[config.mk]
export PLATFORM = sky130hd
export DESIGN_NAME = dm_cache
export DESIGN_NICKNAME = d
export VERILOG_FILES = /design/src/rtl/cache_pkg.sv /design/src/rtl/cache_addr_split.sv /design/src/rtl/cache_lines.sv /design/src/rtl/cache_ctrl.sv /design/src/rtl/dm_cache.sv
export SDC_FILE = /design/constraint.sdc
export NUM_CORES = 1
export LEC_CHECK = 0
export BUFFER_PORTS_ARGS = -buffer_cell sky130_fd_sc_hd__buf_4
export CORE_ASPECT_RATIO = 0.9
export CORE_MARGIN = 1
export CORE_UTILIZATION = 46
export CTS_CLUSTER_SIZE = 25
export DETAILED_ROUTE_END_ITERATION = 12
export GPL_ROUTABILITY_DRIVEN = 0
export PLACE_DENSITY = 0.66
export SLEW_MARGIN = 20
export SYNTH_ARGS = -nofsm -noshare
export SYNTH_HDL_FRONTEND = slang
export SYNTH_SLANG_ARGS = --single-unit
[constraint.sdc]
create_clock -name clk -period 10.7 [get_ports clk]
set_input_delay 2.14 -clock clk [delete_from_list [all_inputs] [get_ports clk]]
set_output_delay 2.14 -clock clk [all_outputs]
set_load 0.05 [all_outputs]
[src/rtl/cache_pkg.sv]
// Package: shared types for the direct-mapped cache.
// Assumes: nothing beyond IEEE 1800-2017.
package cache_pkg;

    // Controller sequencing states.
    typedef enum logic [1:0] {
        ST_IDLE  = 2'd0,   // lookup and answer hits
        ST_EVICT = 2'd1,   // write dirty victim line back to memory
        ST_FILL  = 2'd2,   // read the requested line from memory
        ST_THRU  = 2'd3    // write-through single word store
    } cache_state_e;

endpackage

[src/rtl/cache_addr_split.sv]
// Module: cache_addr_split
// Splits a CPU byte address into tag, line index and word-in-line select.
// Assumes: accesses are word aligned; the byte-in-word bits are ignored.
module cache_addr_split #(
    parameter int ADDR_W = 16,
    parameter int BYTE_W = 2,
    parameter int WSEL_W = 1,
    parameter int IDX_W  = 2,
    parameter int TAG_W  = ADDR_W - IDX_W - WSEL_W - BYTE_W
) (
    input  logic [ADDR_W-1:0] addr,
    output logic [TAG_W-1:0]  tag,
    output logic [IDX_W-1:0]  idx,
    output logic [WSEL_W-1:0] wsel
);

    logic [BYTE_W-1:0] byte_unused;

    // Field extraction from the low end upwards.
    always_comb begin
        byte_unused = addr[BYTE_W-1:0];
        wsel        = addr[BYTE_W +: WSEL_W];
        idx         = addr[BYTE_W+WSEL_W +: IDX_W];
        tag         = addr[ADDR_W-1 -: TAG_W];
    end

endmodule

[src/rtl/cache_lines.sv]
// Module: cache_lines
// Line storage: per-line valid, dirty and tag, plus a block of data words.
// Provides two read ports on the addressed line (CPU word and transfer word).
// Assumes: one write per cycle; an install sets valid and clears dirty.
module cache_lines #(
    parameter int WORD_W     = 32,
    parameter int LINE_WORDS = 2,
    parameter int LINES      = 4,
    parameter int TAG_W      = 11,
    localparam int IDX_W     = $clog2(LINES),
    localparam int WSEL_W    = $clog2(LINE_WORDS)
) (
    input  logic              clk,
    input  logic              rst_n,
    input  logic [IDX_W-1:0]  idx,
    input  logic [WSEL_W-1:0] cpu_wsel,
    input  logic [WSEL_W-1:0] xfer_wsel,
    input  logic              wr_en,
    input  logic [WSEL_W-1:0] wr_wsel,
    input  logic [WORD_W-1:0] wr_data,
    input  logic              set_dirty,
    input  logic              install_en,
    input  logic [TAG_W-1:0]  install_tag,
    output logic              line_valid,
    output logic              line_dirty,
    output logic [TAG_W-1:0]  line_tag,
    output logic [WORD_W-1:0] cpu_word,
    output logic [WORD_W-1:0] xfer_word
);

    logic [LINES-1:0]  valid_q;
    logic [LINES-1:0]  dirty_q;
    logic [TAG_W-1:0]  tag_q  [LINES];
    logic [WORD_W-1:0] data_q [LINES][LINE_WORDS];

    // Status flags: cleared by reset, set on install or store.
    always_ff @(posedge clk) begin
        if (!rst_n) begin
            valid_q <= '0;
            dirty_q <= '0;
        end else if (install_en) begin
            valid_q[idx] <= 1'b1;
            dirty_q[idx] <= 1'b0;
        end else if (set_dirty) begin
            dirty_q[idx] <= 1'b1;
        end
    end

    // Tag and data arrays: no reset, qualified by the valid flags.
    always_ff @(posedge clk) begin
        if (install_en) begin
            tag_q[idx] <= install_tag;
        end
        if (wr_en) begin
            data_q[idx][wr_wsel] <= wr_data;
        end
    end

    // Read ports on the addressed line.
    always_comb begin
        line_valid = valid_q[idx];
        line_dirty = dirty_q[idx];
        line_tag   = tag_q[idx];
        cpu_word   = data_q[idx][cpu_wsel];
        xfer_word  = data_q[idx][xfer_wsel];
    end

    // reset leaves every line invalid and clean.
    p_reset_clear_r1: assert property (@(posedge clk)
        !rst_n |=> (valid_q == '0 && dirty_q == '0));

    // a store hit leaves the line marked dirty.
    p_dirty_set_r7: assert property (@(posedge clk) disable iff (!rst_n)
        (set_dirty && !install_en) |=> dirty_q[$past(idx)]);

endmodule

[src/rtl/cache_ctrl.sv]
// Module: cache_ctrl
// Sequencer: hit detection, CPU handshake, victim write-back, line fill and
// write-through stores. WRITE_BACK selects the store policy.
// Assumes: the CPU holds its request fields until cpu_ready; memory answers
// each held request with a single mem_ready pulse.
module cache_ctrl
    import cache_pkg::*;
#(
    parameter int WRITE_BACK = 1,
    parameter int ADDR_W     = 16,
    parameter int WORD_W     = 32,
    parameter int LINE_WORDS = 2,
    parameter int BYTE_W     = 2,
    parameter int WSEL_W     = 1,
    parameter int IDX_W      = 2,
    parameter int TAG_W      = 11
) (
    input  logic              clk,
    input  logic              rst_n,
    input  logic              cpu_req,
    input  logic              cpu_we,
    input  logic [TAG_W-1:0]  cpu_tag,
    input  logic [IDX_W-1:0]  cpu_idx,
    input  logic [WSEL_W-1:0] cpu_wsel,
    input  logic [WORD_W-1:0] cpu_wdata,
    output logic              cpu_ready,
    input  logic              line_valid,
    input  logic              line_dirty,
    input  logic [TAG_W-1:0]  line_tag,
    input  logic [WORD_W-1:0] xfer_word,
    output logic [WSEL_W-1:0] xfer_wsel,
    output logic              wr_en,
    output logic [WSEL_W-1:0] wr_wsel,
    output logic [WORD_W-1:0] wr_data,
    output logic              set_dirty,
    output logic              install_en,
    output logic              mem_req,
    output logic              mem_we,
    output logic [ADDR_W-1:0] mem_addr,
    output logic [WORD_W-1:0] mem_wdata,
    input  logic [WORD_W-1:0] mem_rdata,
    input  logic              mem_ready
);

    localparam logic              WB_MODE   = (WRITE_BACK != 0);
    localparam logic [WSEL_W-1:0] LAST_WORD = WSEL_W'(LINE_WORDS - 1);
    localparam logic [BYTE_W-1:0] NO_BYTE   = '0;

    cache_state_e      state_q, state_d;
    logic [WSEL_W-1:0] cnt_q, cnt_d;
    logic              hit;
    logic              last;

    // Hit requires a valid line and matching tag.
    always_comb begin
        hit  = line_valid && (line_tag == cpu_tag);
        last = (cnt_q == LAST_WORD);
    end

    // Next-state, handshake and array control decode.
    always_comb begin
        state_d    = state_q;
        cnt_d      = cnt_q;
        cpu_ready  = 1'b0;
        wr_en      = 1'b0;
        wr_wsel    = cpu_wsel;
        wr_data    = cpu_wdata;
        set_dirty  = 1'b0;
        install_en = 1'b0;
        xfer_wsel  = cnt_q;
        mem_req    = 1'b0;
        mem_we     = 1'b0;
        mem_addr   = '0;
        mem_wdata  = '0;
        unique case (state_q)
            ST_IDLE: begin
                if (cpu_req) begin
                    if (hit) begin
                        if (!cpu_we) begin
                            cpu_ready = 1'b1;
                        end else if (WB_MODE) begin
                            wr_en     = 1'b1;
                            set_dirty = 1'b1;
                            cpu_ready = 1'b1;
                        end else begin
                            state_d = ST_THRU;
                        end
                    end else if (cpu_we && !WB_MODE) begin
                        state_d = ST_THRU;
                    end else if (WB_MODE && line_valid && line_dirty) begin
                        state_d = ST_EVICT;
                        cnt_d   = '0;
                    end else begin
                        state_d = ST_FILL;
                        cnt_d   = '0;
                    end
                end
            end
            ST_EVICT: begin
                mem_req   = 1'b1;
                mem_we    = 1'b1;
                mem_addr  = {line_tag, cpu_idx, cnt_q, NO_BYTE};
                mem_wdata = xfer_word;
                if (mem_ready) begin
                    cnt_d = cnt_q + WSEL_W'(1);
                    if (last) begin
                        state_d = ST_FILL;
                        cnt_d   = '0;
                    end
                end
            end
            ST_FILL: begin
                mem_req  = 1'b1;
                mem_addr = {cpu_tag, cpu_idx, cnt_q, NO_BYTE};
                if (mem_ready) begin
                    wr_en   = 1'b1;
                    wr_wsel = cnt_q;
                    wr_data = mem_rdata;
                    cnt_d   = cnt_q + WSEL_W'(1);
                    if (last) begin
                        install_en = 1'b1;
                        state_d    = ST_IDLE;
                    end
                end
            end
            ST_THRU: begin
                mem_req   = 1'b1;
                mem_we    = 1'b1;
                mem_addr  = {cpu_tag, cpu_idx, cpu_wsel, NO_BYTE};
                mem_wdata = cpu_wdata;
                if (mem_ready) begin
                    cpu_ready = 1'b1;
                    wr_en     = hit;
                    state_d   = ST_IDLE;
                end
            end
            default: state_d = ST_IDLE;
        endcase
    end

    // State and word counter registers.
    always_ff @(posedge clk) begin
        if (!rst_n) begin
            state_q <= ST_IDLE;
            cnt_q   <= '0;
        end else begin
            state_q <= state_d;
            cnt_q   <= cnt_d;
        end
    end

    // no answer to the CPU while a memory word is still outstanding.
    p_busy_not_ready_r6: assert property (@(posedge clk) disable iff (!rst_n)
        (mem_req && !mem_ready) |-> !cpu_ready);

    // an unanswered memory request is held unchanged.
    p_hold_req_r4: assert property (@(posedge clk) disable iff (!rst_n)
        (mem_req && !mem_ready) |=> (mem_req && $stable(mem_addr)
                                     && $stable(mem_we) && $stable(mem_wdata)));

    // line transfers step through the words in ascending order.
    p_seq_order_r4: assert property (@(posedge clk) disable iff (!rst_n)
        ((state_q == ST_FILL || state_q == ST_EVICT) && mem_ready && !last)
        |=> (mem_req && mem_addr[BYTE_W +: WSEL_W]
             == $past(mem_addr[BYTE_W +: WSEL_W]) + WSEL_W'(1)));

    // the last write-back word is followed by a line read.
    p_evict_then_fill_r8: assert property (@(posedge clk) disable iff (!rst_n)
        (state_q == ST_EVICT && mem_ready && last) |=> (mem_req && !mem_we));

    // an invalid line never answers a request from the lookup state.
    p_invalid_miss_r5: assert property (@(posedge clk) disable iff (!rst_n)
        (state_q == ST_IDLE && cpu_req && !line_valid) |-> !cpu_ready);

    generate
        if (WRITE_BACK == 0) begin : g_wt_checks
            // a write-through store never starts a memory read.
            p_wt_no_alloc_r11: assert property (@(posedge clk) disable iff (!rst_n)
                (state_q == ST_IDLE && cpu_req && cpu_we) |=> !(mem_req && !mem_we));
        end
    endgenerate

endmodule

[src/rtl/dm_cache.sv]
// Module: dm_cache (top)
// Direct-mapped cache between a CPU load/store port and a memory port with a
// request/ready word handshake. WRITE_BACK=1 selects write-back with store
// allocation; WRITE_BACK=0 selects write-through without store allocation.
// Assumes: word-aligned accesses, LINE_WORDS and LINES powers of two, LINE_WORDS >= 2.
module dm_cache #(
    parameter int ADDR_W     = 16,
    parameter int WORD_W     = 32,
    parameter int LINE_WORDS = 2,
    parameter int LINES      = 4,
    parameter int WRITE_BACK = 1
) (
    input  logic              clk,
    input  logic              rst_n,
    input  logic              cpu_req,
    input  logic              cpu_we,
    input  logic [ADDR_W-1:0] cpu_addr,
    input  logic [WORD_W-1:0] cpu_wdata,
    output logic [WORD_W-1:0] cpu_rdata,
    output logic              cpu_ready,
    output logic              mem_req,
    output logic              mem_we,
    output logic [ADDR_W-1:0] mem_addr,
    output logic [WORD_W-1:0] mem_wdata,
    input  logic [WORD_W-1:0] mem_rdata,
    input  logic              mem_ready
);

    localparam int BYTE_W = $clog2(WORD_W / 8);
    localparam int WSEL_W = $clog2(LINE_WORDS);
    localparam int IDX_W  = $clog2(LINES);
    localparam int TAG_W  = ADDR_W - IDX_W - WSEL_W - BYTE_W;

    logic [TAG_W-1:0]  cpu_tag;
    logic [IDX_W-1:0]  cpu_idx;
    logic [WSEL_W-1:0] cpu_wsel;
    logic              line_valid, line_dirty;
    logic [TAG_W-1:0]  line_tag;
    logic [WORD_W-1:0] xfer_word;
    logic [WSEL_W-1:0] xfer_wsel;
    logic              wr_en, set_dirty, install_en;
    logic [WSEL_W-1:0] wr_wsel;
    logic [WORD_W-1:0] wr_data;

    cache_addr_split #(
        .ADDR_W (ADDR_W),
        .BYTE_W (BYTE_W),
        .WSEL_W (WSEL_W),
        .IDX_W  (IDX_W),
        .TAG_W  (TAG_W)
    ) u_split (
        .addr (cpu_addr),
        .tag  (cpu_tag),
        .idx  (cpu_idx),
        .wsel (cpu_wsel)
    );

    cache_lines #(
        .WORD_W     (WORD_W),
        .LINE_WORDS (LINE_WORDS),
        .LINES      (LINES),
        .TAG_W      (TAG_W)
    ) u_lines (
        .clk         (clk),
        .rst_n       (rst_n),
        .idx         (cpu_idx),
        .cpu_wsel    (cpu_wsel),
        .xfer_wsel   (xfer_wsel),
        .wr_en       (wr_en),
        .wr_wsel     (wr_wsel),
        .wr_data     (wr_data),
        .set_dirty   (set_dirty),
        .install_en  (install_en),
        .install_tag (cpu_tag),
        .line_valid  (line_valid),
        .line_dirty  (line_dirty),
        .line_tag    (line_tag),
        .cpu_word    (cpu_rdata),
        .xfer_word   (xfer_word)
    );

    cache_ctrl #(
        .WRITE_BACK (WRITE_BACK),
        .ADDR_W     (ADDR_W),
        .WORD_W     (WORD_W),
        .LINE_WORDS (LINE_WORDS),
        .BYTE_W     (BYTE_W),
        .WSEL_W     (WSEL_W),
        .IDX_W      (IDX_W),
        .TAG_W      (TAG_W)
    ) u_ctrl (
        .clk        (clk),
        .rst_n      (rst_n),
        .cpu_req    (cpu_req),
        .cpu_we     (cpu_we),
        .cpu_tag    (cpu_tag),
        .cpu_idx    (cpu_idx),
        .cpu_wsel   (cpu_wsel),
        .cpu_wdata  (cpu_wdata),
        .cpu_ready  (cpu_ready),
        .line_valid (line_valid),
        .line_dirty (line_dirty),
        .line_tag   (line_tag),
        .xfer_word  (xfer_word),
        .xfer_wsel  (xfer_wsel),
        .wr_en      (wr_en),
        .wr_wsel    (wr_wsel),
        .wr_data    (wr_data),
        .set_dirty  (set_dirty),
        .install_en (install_en),
        .mem_req    (mem_req),
        .mem_we     (mem_we),
        .mem_addr   (mem_addr),
        .mem_wdata  (mem_wdata),
        .mem_rdata  (mem_rdata),
        .mem_ready  (mem_ready)
    );

endmodule

==> results of run 1 <==
[sequential cells by signal, indices dropped and copies added (netlist names), named ones only]
register	count
u_ctrl.xfer_wsel	1
u_lines.valid_q	4
u_ctrl.state_q	2
u_lines.data_q	256
u_lines.tag_q	44
[layout make-up]
| cell class | instances | share of cell area, % |
|---|---|---|
| Antenna cell | 1 | 0.01551 |
| Clock buffer | 34 | 4.878 |
| Clock inverter | 23 | 0.8608 |
| Inverter | 3 | 0.06979 |
| Multi-Input combinational cell | 354 | 25.50 |
| Sequential cell | 311 | 57.21 |
| Tap cell | 396 | 3.071 |
| Timing Repair Buffer | 180 | 8.399 |
[critical path, stage by stage]
cell,delay (ns)
buf_4,0.51
buf_4,0.76
mux2i_1,0.34
xor2_1,0.17
nor2_1,0.08
a2111oi_4,0.58
nand4_1,0.15
a21oi_1,0.24
buf_4,0.24
[cells in the final DEF (no fill, tap or decap), drive strengths merged, types with 4 or more instances in the layout]
cell    Yosys  layout
edfxtp    300     300
buf        22     180
mux2       97      97
mux4       70      70
clkbuf     26      34
a22o       32      32
nor2       29      29
clkinv      0      21
mux2i      20      20
nand2      14      14
xor2       11      11
dfxtp      11      11
nand2b      8       8
a22oi       6       6
a32oi       5       5
ha          5       5
a21oi       4       4
o21a        4       4
nand4       4       4
inv         3       4
[logic make-up after synthesis]
group	after synthesis
other cells	1
compound gates	69
fa+ha+maj	5
mux	187
flops	311
xor+xnor	14
simple gates	77
buf+inv	51
[routing by layer]
layer / wire length, um / part of all wire, % / up-vias / global-route usage, %
met4: 566 / 2.0 / 0 / 4.775
li1: - / - / 3265 / -
met1: 13090 / 45 / 3698 / 28.44
met2: 13600 / 47 / 235 / 31.52
met3: 1525 / 5.3 / 45 / 2.426
met5: 0 / 0 / - / 0
[worst min-delay path by stage]
| stage | from | endpoint | slack (ns) | cells after the start |
|---|---|---|---|---|
| after floorplan | flop | flop | 0.43 | 2 |
| after global placement | flop | flop | 0.44 | 2 |
| after detailed placement | u_lines.valid_q[2]$_SDFFE_PN0P_ | u_lines.valid_q[2]$_SDFFE_PN0P_ | 0.45 | 1 |
| after CTS | u_lines.valid_q[2]$_SDFFE_PN0P_ | u_lines.valid_q[2]$_SDFFE_PN0P_ | 0.47 | 1 |
| after global routing | flop | flop | 0.48 | 2 |
| final | flop | flop | 0.46 | 2 |
[power breakdown]
| part | total (mW) | internal (mW) | leakage, nW | switching (mW) |
|---|---|---|---|---|
| combinational | 0.405 | 0.151 | 2.27 | 0.253 |
| clock | 0.989 | 0.552 | 0.470 | 0.437 |
| sequential | 1.41 | 1.40 | 2.79 | 0.00868 |
[metrics by stage]
step,area (um^2),power (mW)
after floorplan,13510,1.709
after global placement,15210,1.838
after detailed placement,15210,1.843
after CTS,16130,2.821
after global routing,16130,2.899
final,16130,2.802
==> metrics.md, run 1 <==
| Metric | Value |
|---|---|
| Outcome | completed |
| Most used flip-flop cell after synthesis | edfxtp_1 |
| Critical path endpoint category | output pin |
| Synth Register Bits | between 300 and 400 |
| TritonCTS clock tree | yes |
| Slew HR | just under 30% |
| Synth Area in Adders | 0.4633% |
| Commonest cells in the synthesized netlist | 300 x edfxtp_1, 97 x mux2_2, 68 x mux4_2 |
| Hold-fix buffers, CTS | 0 |
| Initial Util | between 40% and 50% |
| Die extent in x | between 150 and 200 um |
| Fill cell count | about 2,200 |
| Least-Margin Pin Slew | approximately 1.1 ns |
| P_leak | 5.532 nW |
| Register Area | slightly above 9000 um^2 |
| FFs w/ async S/R, synth | 0% |
| Synth top area share | roughly two thirds |
| Setup TNS | 0 ns |
| Post-DR wirelength/cell | ~22 um |
| Yosys top cell by area | edfxtp_1 |
| Final setup slack of the worst path | 3.310 ns |
| Cell with the most instances after synthesis | edfxtp_1 |
| Clock Sink Count | around 310 |
| RSZ-0062 raised after global routing | false |
| Die Y | 164.5 um |
| Final Hold Viols | 0 |
| Startpoint of the worst register-to-register path | u_ctrl.state_q[0]$_SDFFE_PN0P_ |
| Gr ovfl total | 0 |
| # IOs | around 170 |
| Via count | ~7,200 |
| DRT iter0 DRCs | between 600 and 700 |
| Setup crit start kind | input pin |
| CP required | ~8.6 ns |
| CP Launch Point | cpu_addr[4] |
| Cts bufs inserted | 31 |
| Synth Area in Simple Gates | slightly below 3% |
| Minimum clock period | around 7.4 ns |
| Avg Cell Area, Syn | between 15 and 20 um^2 |
| Seq/Total Area, Yosys | between 60 and 70% |
| Pwr Density | approximately 170 nW/um^2 |
| Setup Viol. Count Final | 0 |
| Initial antenna violation count | 0 |
| Multi-input gate area | about 4100 um^2 |
| R2r setup slk | 6.68 ns |
| Worst Hold Class | flop to flop |
| Total Routing Usage GR | about a fifth |
| Number of max-cap violations | 0 |
| Ys Warns | 0 |
| Core ar. | 28,860 um^2 |
| Remaining DRCs | 0 |
| DP Cell Count | roughly 1,200 |
| Peak VDD IR | approximately 0.11 mV |
| Post-synth EDFFs | 300 |
| Antenna viol nets, final | 0 |
| Slew Viols, Final | 0 |
| HPWL after DPL | about 17,000 um |
| RR Endpoint | u_lines.data_q[0][27]$_DFFE_PP_ |
| DR pass1 iterations | 5 |
| Clk_skew | around 0.0076 ns |
| R2R cell count | 8 |
| Post-CTS setup buffers | 0 |
| Synth Area in XOR/XNOR | less than 1% |
| Post-synthesis mux area share | 21.30% |
| Final Non-Filler Cells | around 1,300 |
| Synth unique cells | 51 |
| Top area cells in the synthesized netlist | edfxtp_1 67%, mux4_2 11%, mux2_2 8.1% |
| H-Tree Depth | 1 |
| Post-synthesis cell count | just over 700 |
| Port Buffer Count | approximately 160 |
| Critical Path End | cpu_ready |
| Post-Syn Area | about 14,000 um^2 |
| Die Footprint | 30,050 um^2 |
| Util after Layout | ~56% |
| CTS-repair resized insts | 0 |
| DP Worst Slack | about 3.3 ns |
| Area grow syn2layout | 19.48% |
| Final nets | 971 |
| Hold slack | around 0.46 ns |
| Main combinational cell family by area after synthesis | multiplexers |
| Synth Area in Compound Gates | under 10% |
| Final WL | roughly 29,000 um |
| Critical path arrival | around 5.3 ns |
| Fmax | around 0.14 GHz |
| Via/cell ratio | approximately 5.6 |
| Largest net degree at the start of global routing | 55 |
| Vias in the first global route | a little over 7,000 |
| Clk_lat worst skew | 0.55 ns |
| Largest fanout on the critical path | 54 |
| First-pass GRT wire length | around 44,000 um |
| Worst-path clk slew | around 0.06 ns |
| Bufs on Longest Clock Path | 3 |
| Period utilization | between 60% and 70% |
| Crit path kind | input pin to output pin |
| Row cnt | 59 |
| Share of layout cells above drive strength 1 | 45.41% |
| CTS Root Cell | clkbuf_16 |
(Power assumes the default switching activity.)
==> run 2, diff against run 1 <==
==> constraint.sdc (replaced) <==
create_clock -name clk -period 7.35 [get_ports clk]
set_input_delay 1.47 -clock clk [delete_from_list [all_inputs] [get_ports clk]]
set_output_delay 1.47 -clock clk [all_outputs]
set_load 0.05 [all_outputs]
==> run 2 against run 1 <==
Compared with the run above:
- largest power group unchanged
- wire length decreased by 0.39%
- global-route usage about the same
- worst setup slack got worse by 1.7 ns
- critical endpoint unchanged
- critical path type unchanged
==> metrics.md, run 2 (synthesis results as in run 1) <==
| Metric | Value |
|---|---|
| Outcome | completed |
| Worst-path clk slew | 0.06 ns (about the same) |
| Worst Hold Class | flop to flop |
| Slew HR | 31.65% (+2.2 points) |
| DP Worst Slack | 1.567 ns (-1.724 ns) |
| Most used cell along the critical path | buf_4 |
| CP bufs+invs | 3 (unchanged) |
| HPWL after DPL | 16,900 um (-1.5%) |
| Pwr Density | 255.3 nW/um^2 (+47%) |
| Core ar. | 28,860 um^2 (unchanged) |
| Port Buffer Count | 163 (unchanged) |
| Commonest non-fill, non-tap cell in the layout | edfxtp_1 |
| Peak VDD IR | 0.1860 mV (+66%) |
| Top reg by flops | u_lines.data_q |
| Max incr delay on CP | 0.65 ns (-0.11 ns) |
| Setup Viol. Count Final | 0 (unchanged) |
| Post-DR wirelength/cell | 22.05 um (-0.23%) |
| Final WL | 28,670 um (-0.39%) |
| Overall power | 4.131 mW (+47%) |
| Clk_skew | 0.01991 ns (+0.01232 ns) |
| Final setup slack of the worst path | 1.634 ns (-1.676 ns) |
| H-Tree Depth | 1 (unchanged) |
| Crit-path slowest cell | buf_4 |
| Final Hold Viols | 0 (unchanged) |
| Largest register FFs | 256 (unchanged) |
| Critical path endpoint category | output pin |
| Initial antenna violation count | 0 (unchanged) |
| Number of inserted diodes | 0 (-1) |
| Fill cell count | 2,244 (+0.13%) |
| Clock Sink Count | 311 (unchanged) |
| Number of max-cap violations | 0 (unchanged) |
| Die extent in x | 182.6 um (unchanged) |
| Remaining DRCs | 0 (unchanged) |
| Via count | 7,289 (+0.64%) |
| Setup TNS | 0 ns (unchanged) |
| Most frequent cells in the layout | 300 x edfxtp_1, 180 x buf_4, 97 x mux2_2 |
| Fmax | roughly 0.17 GHz |
| CTS-repair resized insts | 0 (unchanged) |
| Largest fanout on the critical path | 56 (+3.7%) |
| Post-CTS setup buffers | 0 (unchanged) |
| Setup crit start kind | input pin |
| Area grow syn2layout | 19.82% |
| Die Y | 164.5 um (unchanged) |
| DR pass1 iterations | 5 (unchanged) |
| Critical path arrival | 4.25 ns (-1.00 ns) |
| Via/cell ratio | 5.607 (+0.79%) |
| Hold-fix buffers, CTS | 0 (unchanged) |
| First-pass GRT wire length | 43,860 um (+0.79%) |
| RSZ-0062 raised after global routing | false |
| Die Footprint | 30,050 um^2 (unchanged) |
| CP top delay family | buffers and inverters |
| Share of layout cells above drive strength 1 | 45.13% (-0.28 points) |
| Slew Viols, Final | 0 (unchanged) |
| Crit path kind | input pin to output pin |
| Top flop regs | u_lines.data_q x256, u_lines.tag_q x44, u_lines.valid_q x4 |
| Total Routing Usage GR | 19.51% (about the same) |
| Final nets | 972 (+0.10%) |
| Gr ovfl total | 0 (unchanged) |
| # IOs | 168 (unchanged) |
| Initial Util | 46.79% (unchanged) |
| DRT iter0 DRCs | 550 (-13%) |
| CP required | 5.88 ns (-2.68 ns) |
| Antenna viol nets, final | 0 (unchanged) |
| Cts bufs inserted | 31 (unchanged) |
| Critical path, cell by cell | buf_4 -> buf_4 -> mux4_2 -> nor4b_2 -> o2111a_2 -> nand4_1 -> a21oi_1 -> buf_4 |
| Least-Margin Pin Slew | 1.022 ns (-0.03261 ns) |
| Clk_lat worst skew | 0.54 ns (about the same) |
| Row cnt | 59 (unchanged) |
| Period utilization | ~80% |
| Minimum clock period | 5.716 ns |
| TritonCTS clock tree | yes |
| Largest net degree at the start of global routing | 64 (+16%) |
| Vias in the first global route | 7,216 (+0.85%) |
| Bufs on Longest Clock Path | 3 (unchanged) |
| P_leak | 5.548 nW (+0.27%) |
| Hold slack | 0.4597 ns (-0.005194 ns) |
| CTS Root Cell | clkbuf_16 |
==> run 2: cell count changes in the layout (fill, tap and decap cells not counted) <==
cell	delta
buf_4	+1
bufinv_16	+2
clkbuf_1	+1
clkinv_1	+1
clkinv_2	-5
clkinv_4	-1
clkinv_8	+1
diode_2	-1
inv_6	-1
==> run 2: area by class of cell <==
cell class              count  area, um^2  area share, %
clock buffers              35       790.8          4.887
clock inverters            20       176.4          1.090
inverters                   3       11.26        0.06959
multi-input cells         354        4114          25.43
flip-flops and latches    311        9230          57.04
well taps                 396       495.5          3.062
repair buffers            181        1363          8.421
==> run 2: worst min-delay path, stage by stage (launching register included) <==
cell	delay [ns]
dfxtp_1	0.31
nand2_1	0.05
a21oi_1	0.05
==> run 2: final timing paths <==
kind	endpoint	slack (ns)	startpoint	depth (start not counted)
min	flop	0.46	flop	2
max	cpu_ready	1.63	cpu_addr[4]	8
max reg2reg	u_lines.data_q[3][40]$_DFFE_PP_	3.66	u_ctrl.state_q[0]$_SDFFE_PN0P_	8
min reg2reg	flop	0.46	flop	2
==> run 2: routing by layer <==
metal	track usage [%]	share of wire (%)	vias to the layer above
met5	0	0	-
met3	2.624	6.0	23
met4	3.094	1.2	0
met2	31.51	48	255
met1	28.95	45	3739
li1	-	-	3272
==> run 2: stage by stage <==
stage / area [um^2] / utilization [%] / std cells
after CTS: 16180 / 56.06 / 1300
final: 16180 / 56.06 / 1300
after detailed placement: 15210 / 52.71 / 1245
after global placement: 15210 / 52.71 / 1245
after floorplan: 13510 / - / 716
after global routing: 16180 / 56.06 / 1300
==> run 2: report_power, final <==
part,internal (mW),switching [mW]
Combinational,0.221,0.368
Sequential,2.04,0.0114
Clock,0.872,0.620
